`src/rtl/fpi_pkg.sv`:
```
package fpi_pkg;

  localparam int OP_W     = 3;
  localparam int REG_W    = 5;
  localparam int NUM_REGS = 1 << REG_W;
  localparam int NUM_UNITS = 6;
  localparam int UNIT_W   = $clog2(NUM_UNITS);

  localparam int LAT_ADD  = 4;
  localparam int LAT_MUL  = 8;
  localparam int LAT_DIV  = 36;
  localparam int LAT_SQRT = 112;
  localparam int LAT_NEG  = 2;
  localparam int LAT_CMP  = 3;

  localparam int GAP_ADD  = 3;
  localparam int GAP_MUL  = 4;
  localparam int GAP_DIV  = 35;
  localparam int GAP_SQRT = 111;
  localparam int GAP_NEG  = 1;
  localparam int GAP_CMP  = 2;

  localparam int MAX_LAT  = LAT_SQRT;
  localparam int CNT_W    = $clog2(MAX_LAT + 1);
  localparam int SLOT_N   = MAX_LAT + 1;

  typedef enum logic [2:0] {
    CAUSE_NONE = 3'd0,
    CAUSE_UNIT = 3'd1,
    CAUSE_RAW  = 3'd2,
    CAUSE_WAW  = 3'd3,
    CAUSE_PORT = 3'd4
  } cause_e;

  typedef struct packed {
    logic              fire;
    logic [UNIT_W-1:0] unit;
    logic [REG_W-1:0]  dst;
    logic [CNT_W-1:0]  lat;
    logic [CNT_W-1:0]  gap;
  } issueStrobe_t;

  function automatic logic [UNIT_W-1:0] opUnit(input logic [OP_W-1:0] op);
    case (op)
      3'd1:    return UNIT_W'(1);
      3'd2:    return UNIT_W'(2);
      3'd3:    return UNIT_W'(3);
      3'd4:    return UNIT_W'(4);
      3'd5:    return UNIT_W'(5);
      default: return UNIT_W'(0);
    endcase
  endfunction

  function automatic logic [CNT_W-1:0] opLatency(input logic [OP_W-1:0] op);
    case (op)
      3'd1:    return CNT_W'(LAT_MUL);
      3'd2:    return CNT_W'(LAT_DIV);
      3'd3:    return CNT_W'(LAT_SQRT);
      3'd4:    return CNT_W'(LAT_NEG);
      3'd5:    return CNT_W'(LAT_CMP);
      default: return CNT_W'(LAT_ADD);
    endcase
  endfunction

  function automatic logic [CNT_W-1:0] opSpacing(input logic [OP_W-1:0] op);
    case (op)
      3'd1:    return CNT_W'(GAP_MUL);
      3'd2:    return CNT_W'(GAP_DIV);
      3'd3:    return CNT_W'(GAP_SQRT);
      3'd4:    return CNT_W'(GAP_NEG);
      3'd5:    return CNT_W'(GAP_CMP);
      default: return CNT_W'(GAP_ADD);
    endcase
  endfunction

endpackage

```
`src/rtl/fpi_datapath.sv`:
```
module fpi_datapath
  import fpi_pkg::*;
(
  input  logic                clk,
  input  logic                rstN,
  input  issueStrobe_t        strobe,
  input  logic [REG_W-1:0]    queryDst,
  input  logic [REG_W-1:0]    querySrcA,
  input  logic [REG_W-1:0]    querySrcB,
  output logic [NUM_UNITS-1:0] unitBusy,
  output logic [SLOT_N-1:0]   slotMap,
  output logic [CNT_W-1:0]    remDst,
  output logic [CNT_W-1:0]    remSrcA,
  output logic [CNT_W-1:0]    remSrcB
);

  // Per-unit start spacing timers
  for (genvar u = 0; u < NUM_UNITS; u++) begin : g_unit
    logic [CNT_W-1:0] gapCnt;
    logic             loadHere;
    assign loadHere = strobe.fire && (strobe.unit == UNIT_W'(u));
    always_ff @(posedge clk) begin
      if (!rstN)               gapCnt <= '0;
      else if (loadHere)       gapCnt <= strobe.gap - 1'b1;
      else if (gapCnt != '0)   gapCnt <= gapCnt - 1'b1;
    end
    assign unitBusy[u] = (gapCnt != '0);
  end

  // Write-back cycle bitmap: bit k means a result is written k cycles from now
  logic [SLOT_N-1:0] slotNext;
  always_comb begin
    slotNext = slotMap >> 1;
    if (strobe.fire) slotNext[strobe.lat - 1'b1] = 1'b1;
  end

  always_ff @(posedge clk) begin
    if (!rstN) slotMap <= '0;
    else       slotMap <= slotNext;
  end

  // Per-register countdown to the newest pending write-back
  logic [NUM_REGS-1:0][CNT_W-1:0] remCnt;
  for (genvar r = 0; r < NUM_REGS; r++) begin : g_reg
    logic [CNT_W-1:0] cnt;
    logic             claim;
    assign claim = strobe.fire && (strobe.dst == REG_W'(r));
    always_ff @(posedge clk) begin
      if (!rstN)            cnt <= '0;
      else if (claim)       cnt <= strobe.lat - 1'b1;
      else if (cnt != '0)   cnt <= cnt - 1'b1;
    end
    assign remCnt[r] = cnt;
  end

  assign remDst  = remCnt[queryDst];
  assign remSrcA = remCnt[querySrcA];
  assign remSrcB = remCnt[querySrcB];

  // an issued operation owns its write-back cycle on the following cycle
  assert_slot_claimed_R4: assert property (@(posedge clk) disable iff (!rstN)
    strobe.fire |=> slotMap[$past(strobe.lat) - 1'b1]);

  // control never issues into a write-back cycle already taken
  assert_no_double_book_R4: assert property (@(posedge clk) disable iff (!rstN)
    strobe.fire |-> !slotMap[strobe.lat]);

  // control never starts a unit whose spacing timer is running
  assert_unit_free_R3: assert property (@(posedge clk) disable iff (!rstN)
    strobe.fire |-> !unitBusy[strobe.unit]);

  // an issued write never lands before an older pending write to the same register
  assert_no_waw_R6: assert property (@(posedge clk) disable iff (!rstN)
    strobe.fire |-> (remCnt[strobe.dst] < strobe.lat));

  // without an issue the bitmap only ages
  assert_idle_ages_R9: assert property (@(posedge clk) disable iff (!rstN)
    !strobe.fire |=> (slotMap == ($past(slotMap) >> 1)));

endmodule

```
`src/rtl/fpi_control.sv`:
```
module fpi_control
  import fpi_pkg::*;
(
  input  logic                 clk,
  input  logic                 rstN,
  input  logic                 candValid,
  input  logic [OP_W-1:0]      candOp,
  input  logic [REG_W-1:0]     candDst,
  input  logic [NUM_UNITS-1:0] unitBusy,
  input  logic [SLOT_N-1:0]    slotMap,
  input  logic [CNT_W-1:0]     remDst,
  input  logic [CNT_W-1:0]     remSrcA,
  input  logic [CNT_W-1:0]     remSrcB,
  output logic                 issueStall,
  output cause_e               stallCause,
  output issueStrobe_t         strobe
);

  logic [UNIT_W-1:0] unitSel;
  logic [CNT_W-1:0]  latSel;
  logic [CNT_W-1:0]  gapSel;
  logic              hzUnit, hzRaw, hzWaw, hzPort;
  cause_e            causeRaw;

  assign unitSel = opUnit(candOp);
  assign latSel  = opLatency(candOp);
  assign gapSel  = opSpacing(candOp);

  assign hzUnit = unitBusy[unitSel];
  assign hzRaw  = (remSrcA != '0) || (remSrcB != '0);
  assign hzWaw  = (remDst > latSel);
  assign hzPort = slotMap[latSel];

  always_comb begin
    if (hzUnit)      causeRaw = CAUSE_UNIT;
    else if (hzRaw)  causeRaw = CAUSE_RAW;
    else if (hzWaw)  causeRaw = CAUSE_WAW;
    else if (hzPort) causeRaw = CAUSE_PORT;
    else             causeRaw = CAUSE_NONE;
  end

  assign stallCause = candValid ? causeRaw : CAUSE_NONE;
  assign issueStall = candValid && (causeRaw != CAUSE_NONE);

  always_comb begin
    strobe.fire = candValid && (causeRaw == CAUSE_NONE);
    strobe.unit = unitSel;
    strobe.dst  = candDst;
    strobe.lat  = latSel;
    strobe.gap  = gapSel;
  end

  // an absent candidate never stalls
  assert_idle_quiet_R2: assert property (@(posedge clk) disable iff (!rstN)
    !candValid |-> (!issueStall && stallCause == CAUSE_NONE));

  // an issued operation finds both sources ready
  assert_sources_ready_R5: assert property (@(posedge clk) disable iff (!rstN)
    strobe.fire |-> (remSrcA == '0 && remSrcB == '0));

  // a stall always names exactly one cause
  assert_cause_named_R8: assert property (@(posedge clk) disable iff (!rstN)
    issueStall |-> (stallCause != CAUSE_NONE && !strobe.fire));

endmodule

```
`src/rtl/fp_issue_interlock.sv`:
```
module fp_issue_interlock
  import fpi_pkg::*;
(
  input  logic             clk,
  input  logic             rstN,
  input  logic             candValid,
  input  logic [2:0]       candOp,
  input  logic [4:0]       candDst,
  input  logic [4:0]       candSrcA,
  input  logic [4:0]       candSrcB,
  output logic             issueStall,
  output logic [2:0]       stallCause
);

  issueStrobe_t         strobe;
  logic [NUM_UNITS-1:0] unitBusy;
  logic [SLOT_N-1:0]    slotMap;
  logic [CNT_W-1:0]     remDst, remSrcA, remSrcB;
  cause_e               causeCode;

  fpi_control u_control (
    .clk        (clk),
    .rstN       (rstN),
    .candValid  (candValid),
    .candOp     (candOp),
    .candDst    (candDst),
    .unitBusy   (unitBusy),
    .slotMap    (slotMap),
    .remDst     (remDst),
    .remSrcA    (remSrcA),
    .remSrcB    (remSrcB),
    .issueStall (issueStall),
    .stallCause (causeCode),
    .strobe     (strobe)
  );

  fpi_datapath u_datapath (
    .clk       (clk),
    .rstN      (rstN),
    .strobe    (strobe),
    .queryDst  (candDst),
    .querySrcA (candSrcA),
    .querySrcB (candSrcB),
    .unitBusy  (unitBusy),
    .slotMap   (slotMap),
    .remDst    (remDst),
    .remSrcA   (remSrcA),
    .remSrcB   (remSrcB)
  );

  assign stallCause = causeCode;

endmodule

```
`config.mk`:
```
export PLATFORM = sky130hd
export DESIGN_NAME = fp_issue_interlock
export DESIGN_NICKNAME = d
export VERILOG_FILES = /design/src/rtl/fpi_pkg.sv /design/src/rtl/fpi_datapath.sv /design/src/rtl/fpi_control.sv /design/src/rtl/fp_issue_interlock.sv
export SDC_FILE = /design/constraint.sdc
export NUM_CORES = 1
export LEC_CHECK = 0
export ABC_AREA = 1
export BUFFER_PORTS_ARGS = -buffer_cell sky130_fd_sc_hd__buf_4
export CORE_MARGIN = 2
export CORE_UTILIZATION = 30
export CTS_BUF_LIST = sky130_fd_sc_hd__clkbuf_4 sky130_fd_sc_hd__clkbuf_8
export DETAILED_ROUTE_END_ITERATION = 12
export MAX_ROUTING_LAYER = met4
export SLEW_MARGIN = 25
export SYNTH_ARGS = -nofsm -noshare
export SYNTH_HDL_FRONTEND = slang
export SYNTH_SLANG_ARGS = --single-unit
```
`constraint.sdc`:
```
create_clock -name clk -period 10.6 [get_ports clk]
set_input_delay 1.06 -clock clk [delete_from_list [all_inputs] [get_ports clk]]
set_output_delay 1.06 -clock clk [all_outputs]
set_load 0.02 [all_outputs]
```
After elaboration in Yosys (flattened, before gate mapping)
Index checks and enable logic that the tools add are counted.
W data, S select, Z words.
{"block": "classes", "magnitude_cmp": 8, "shift": 0, "muxes": 97, "n_reduce_logical": 125, "n_eq_ne": 41, "div": 0, "n_mul": 0, "bitwise": 1, "n_addsub": 40}
{"cell": "$mux W7", "n": 79}
{"cell": "$reduce_bool A7 Y1", "n": 40}
{"cell": "$sub A7 B1 Y7 const B", "n": 40}
{"cell": "$or A112 B113 Y113", "n": 1}
{"cell": "$mux W112", "n": 1}
{"cell": "$bmux W7 S5", "n": 3}
{"cell": "$eq A5 B5 Y1 const B", "n": 16}
{"cell": "$reduce_bool A2 Y1", "n": 38}
{"cell": "$pmux W7 S5", "n": 2}
{"cell": "$logic_and A1 B1 Y1", "n": 41}
{"cell": "$eq A5 B4 Y1 const B", "n": 8}
{"cell": "$eq A5 B3 Y1 const B", "n": 4}
{"cell": "$lt A5 B6 Y1 const B", "n": 3}
{"cell": "$lt A7 B8 Y1 const B", "n": 2}
{"cell": "$mux W3", "n": 5}
{"cell": "$pmux W3 S5", "n": 1}
{"cell": "$eq A3 B2 Y1 const B", "n": 4}
{"cell": "$eq A3 B3 Y1 const B", "n": 4}
{"cell": "$eq A5 B2 Y1 const B", "n": 2}
{"cell": "$bmux W1 S7", "n": 1}
{"cell": "$demux W1 S7", "n": 1}
{"cell": "$ge A7 B1 Y1 const B", "n": 1}
{"cell": "$gt A7 B7 Y1", "n": 1}
{"cell": "$eq A3 B1 Y1 const B", "n": 2}
{"cell": "other kinds (9)", "n": 12}
{"block": "word_totals", "mem_bits_rw": 0, "out_inout_bits": 4, "n_memories": 0, "register_bits": 379, "in_bits": 21, "rom_bits": 0, "latch_bits": 0}

Logic depth before layout (Yosys ltp)
{"block": "logic_depth", "word_depth": 12, "mapped_depth": 24, "mapped_depth_nobuf": 24}

Cells and area by module
From an unflattened synthesis, not the netlist that was laid out.
{"block": "unflattened", "hier_cells": 4733, "hier_area_um2": 27595.2}
{"module": "fpi_datapath", "cells_per_inst": 4610, "area_per_inst_um2": 26942.1, "seq_area_each_um2": 7587.3, "n_inst": 1}
{"module": "fpi_control", "cells_per_inst": 123, "area_per_inst_um2": 653.1, "seq_area_each_um2": 0.0, "n_inst": 1}

Worst setup path after synthesis
OpenSTA, ideal clock, no wires.
{"block": "synth_path", "path_kind": "input to output", "start": "in candDst[0]", "end": "out stallCause[0]", "setup_slack_ps": 6109, "path_buffers": 3, "path_stages": 16, "required_time_ps": 9540, "t_arrival_ps": 3431, "path_cell_list": "buf_4 -> nand2_2 -> clkbuf_1 -> clkbuf_1 -> o22ai_1 -> o21ai_0 -> nand4_1 -> nor2_1 -> a31oi_1 -> ha_1 -> nand2_1 -> o21ai_0 -> nand2_1 -> nand2_1 -> nand3_1 -> a21oi_1"}
{"block": "synth_between", "elab_chain_cells": 7}
{"element": "start: declaration", "line": "fp_issue_interlock.sv:8", "source": "input logic [4:0] candDst,"}
{"element": "$bmux W7 S5", "line": "fpi_datapath.sv:56", "source": "assign remDst = remCnt[queryDst];"}
{"element": "$mux W7 (not written as such)", "line": "fpi_datapath.sv:56"}
{"element": "$gt A7 B7 Y1", "line": "fpi_control.sv:31", "source": "assign hzWaw = (remDst > latSel);"}
{"element": "$mux W3", "line": "fpi_control.sv:37", "source": "else if (hzWaw) causeRaw = CAUSE_WAW;"}
{"element": "$mux W3", "line": "fpi_control.sv:36", "source": "else if (hzRaw) causeRaw = CAUSE_RAW;"}
{"element": "$mux W3", "line": "fpi_control.sv:35", "source": "if (hzUnit) causeRaw = CAUSE_UNIT;"}
{"element": "$mux W3", "line": "fpi_control.sv:42", "source": "assign stallCause = candValid ? causeRaw : CAUSE_NONE;"}
{"element": "end: declaration", "line": "fp_issue_interlock.sv:12", "source": "output logic [2:0] stallCause"}
No other way between the ends. The select of a mux whose other input is x is not followed.

Final worst setup path
{"block": "layout_path", "start": "in candDst[1]", "end": "out stallCause[2]"}
The elaborated chain is that of the path after synthesis.

==> flow_metrics.env <==
export IMPL_rsz0062_at_grt="no"
export IMPL_report_final_setup_viol=0
export IMPL_root_buffer="clkbuf_8"
export IMPL_cp_buffers_inverters=5
export IMPL_synthArstFlopShare_pct=0
export IMPL_io_pin_count=25
export IMPL_crit_path_start_kind="input pin"
export IMPL_status="finished clean"
export IMPL_synth_cell_type_count=47
export IMPL_sum_of_overflow_across_all_layers_after_global_routing=0
export IMPL_ys_seq_area_share_pct=33.5
export IMPL_syn_area_per_cell_um2=6.42
export IMPL_cts_max_path_buffers=3
export IMPL_p_sw_mw=3.09
export IMPL_internal_power_mw=3.88
export IMPL_power_density_cell_area_mw_per_mm2=278
export IMPL_hold_viol=0
export IMPL_first_iter_violations=2434
export IMPL_slew_headroom_pct=26.7
export IMPL_setup_slack_on_the_worst_flop_to_flop_path_ns=6.09
export IMPL_clkTransAtPathRegs_ns=0.06
export IMPL_cp_required_ns=9.54
export IMPL_pwr_share_clk_pct=22.3
export IMPL_timing_setup_critical_path_class="input pin to output port"
export IMPL_dieArea_mm2=0.0777
export IMPL_postCtsHoldBufs=0
export IMPL_crit_chain="buf_4 -> inv_2 -> nand2_2 -> buf_4 -> inv_1 -> a22oi_1 -> o221ai_1 -> a221oi_1 -> nand2_1 -> o21ai_0 -> ha_1 -> a21oi_1 -> nor2_1 -> nor2_1 -> nand2_1 -> a21oi_1 -> and3b_1 -> buf_4"
export IMPL_delay_of_the_slowest_critical_path_stage_ns=0.44
export IMPL_area_growth_synth_to_final_pct=11.0
export IMPL_power_switching_fraction_pct=44.4
export IMPL_detail_route_drc_violations=0
export IMPL_mappedNetlistNets=3592
export IMPL_final_instance_area_mm2=0.0251
export IMPL_antenna_found_initial=4
export IMPL_via_count_of_the_first_global_routing_pass=21400
export IMPL_global_route_wire_length_before_repair_um=121000
export IMPL_critPathArrivalTime_ns=4.78
export IMPL_worstPathMaxFanout=26
export IMPL_cell_seen_most_often_among_critical_path_stages="buf_4"
export IMPL_worst_slew_pin_slew_ns=1.10
export IMPL_cts_tree="built"
export IMPL_detailedRoute_firstPassIterationCount=8
export IMPL_insertion_delay_ns=0.70
export IMPL_final_period_minus_worst_setup_slack_ns=5.84
export IMPL_sinks_on_clock_net=379
export IMPL_vias_per_cell=5.16
export IMPL_grt_start_max_net_pins=112
export IMPL_drv_max_cap_violation_count=0
export IMPL_post_dp_cell_area_mm2=0.0236
export IMPL_combinationalPowerShare_pct=46.3
export IMPL_worst_path_max_delay_cell="buf_4"
export IMPL_worst_setup_timing_slack_at_the_placement_stage_ns=4.51
export IMPL_place_hpwl_um=52700
export IMPL_postLayoutSetupSlackWorst_ns=4.76
export IMPL_worst_path_dominant_cell_family="compound AO/OA/AOI/OAI gates"
export IMPL_cts_buffers_inserted=71
export IMPL_final_net_count=3564
export IMPL_post_synth_inst_count=3524
export IMPL_vias=23300
export IMPL_count_of_antenna_violating_nets_left_after_detailed_routing=0
export IMPL_min_period_over_period_pct=55.0
export IMPL_clock_skew_final_ns=0.0489
export IMPL_ir_drop_v=0.0000923
export IMPL_port_buffers=24
export IMPL_setup_worst_path_end_class="output port"
export IMPL_post_cts_repair_setup_buffers=0
export IMPL_grt_total_usage_pct=20.1
export IMPL_fmax_mhz=171
export IMPL_placement_rows=100
export IMPL_htreeDepth=3
export IMPL_synth_seq_cells=379
export IMPL_seq_power_share_pct=31.4
export IMPL_timing_setup_tns_ns=0
export IMPL_synth_edf_count=0
export IMPL_weighted_congestion_at_the_end_of_routability_driven_global_placement=0.968
export IMPL_synth_ff_type="dfxtp_1"
export IMPL_drt_wirelength_per_cell_um=17.2
export IMPL_hold_path_class="flop to flop"
export IMPL_cts_resized_gates=0
export IMPL_report_power_total_mw=6.97
export IMPL_final_max_slew_violation_count=0
export IMPL_post_route_cells_drive_above_1_share_pct=6.60
export IMPL_floorplan_die_width_um=279
export IMPL_core_area_mm2=0.0746
export IMPL_total_leakage_power_nw=11.9
export IMPL_drt_total_wl_um=77900
export IMPL_fp_dieH_um=279
export IMPL_yosysWarningCount=0
export IMPL_initial_cell_density_of_the_core_pct=30.3
export IMPL_post_synth_instance_area_mm2=0.0226
==> stage by stage <==
stage                     instances  hold WS [ns]  utilization, %
after floorplan                3524         0.386               -
after global placement         4392         0.388            31.6
after detailed placement       4392         0.392            31.6
after CTS                      4514         0.405            33.7
after global routing           4517         0.415            33.7
final                          4518         0.402            33.7
==> cell type report <==
cell class                      instances  area [um2]
Fill cell                            8185       49500
Multi-Input combinational cell       2493       12500
Sequential cell                       379        7590
Inverter                              503        1890
Clock buffer                          108        1330
Tap cell                              969        1210
Timing Repair Buffer                   48         368
Clock inverter                         14         203
Antenna cell                            4        10.0
==> power groups by stage <==
stage               Sequential, mW  Clock, mW  Combinational, mW
floorplan                     2.05          0               2.54
global placement              2.20          0               3.16
detailed placement            2.20          0               3.16
CTS                           2.17       1.60               3.18
global route                  2.22       1.66               3.69
finish                        2.19       1.56               3.23
==> synth_stat cells (7+ instances only) <==
cell	n	share of area, %
nand2_1	751	12
inv_1	489	8.1
dfxtp_1	379	34
nor2_1	375	6.2
o21ai_0	288	6.4
a21oi_1	278	6.1
nand3_1	243	5.4
xor2_1	121	4.7
clkbuf_1	96	1.6
nor3_1	82	1.8
o22ai_1	62	1.7
nand4_1	49	1.4
ha_1	47	2.6
buf_2	31	0.69
o211ai_1	23	0.76
nand2_2	17	0.47
a31oi_1	16	0.44
nor4_1	16	0.44
or2_2	16	0.44
a22oi_1	15	0.50
xnor2_1	13	0.50
buf_1	12	0.20
o221ai_1	12	0.46
inv_2	11	0.18
o21ai_1	9	0.20
a221oi_1	8	0.31
nand3b_1	8	0.27
buf_6	7	0.35
==> registers in the layout, summed over array words and instances, names as in the netlist <==
register / cells
u_datapath.g.cnt: 224
u_datapath.slotMap: 113
u_datapath.g_unit.gapCnt: 42
==> logic make-up after synthesis <==
kind of cell	Yosys count	synth area share [%]
other cells	1	0.0166
fa+ha+maj	47	2.60
buf+inv	652	11.3
compound gates	726	17.4
xor+xnor	134	5.19
simple gates	1585	30.0
flops	379	33.5
==> final timing paths <==
kind,startpoint,endpoint,cells after the start
max,candDst[1],stallCause[2],18
min,u_datapath.slotMap[76]$_SDFF_PN0_,u_datapath.slotMap[75]$_SDFF_PN0_,2
max reg2reg,u_datapath.g_reg[25].cnt[4]$_SDFFE_PN0P_,u_datapath.g_reg[25].cnt[3]$_SDFFE_PN0P_,19
min reg2reg,u_datapath.slotMap[76]$_SDFF_PN0_,u_datapath.slotMap[75]$_SDFF_PN0_,2
==> routing by layer <==
metal	share of wire (%)	global-route usage [%]	vias to the layer above
li1	-	-	11400
met3	9.5	4.46	201
met5	0	-	-
met1	44	26.3	10600
met2	43	30.2	1079
met4	3.8	7.76	0
==> layout by cell type, fill, tap and decap left out, drive strengths merged <==
cell type	n
a21oi	278
a221oi	8
a22o	2
a22oi	15
a31oi	16
a41oi	5
and3	5
and3b	1
buf	48
bufinv	2
clkbuf	108
clkinv	10
conb	1
dfxtp	379
diode	4
ha	47
inv	505
nand2	773
nand3	243
nand3b	8
nand4	50
nor2	381
nor3	84
nor3b	3
nor4	16
o2111ai	1
o211ai	23
o21a	1
o21ai	297
o21bai	1
o221ai	12
o22ai	62
o31ai	5
or2	16
or3	1
or4	4
xnor2	13
xor2	121
==> worst register-to-register path: cells and delay by family (launching register included) <==
kind                       cells  cell delay (ns)
and+or+nand+nor               10             1.74
AOI/OAI and AO/OA              7             1.44
adders and majority gates      1             0.26
DFF                            1             0.49
buffers and inverters          1             0.52
(Power assumes the default switching activity.)
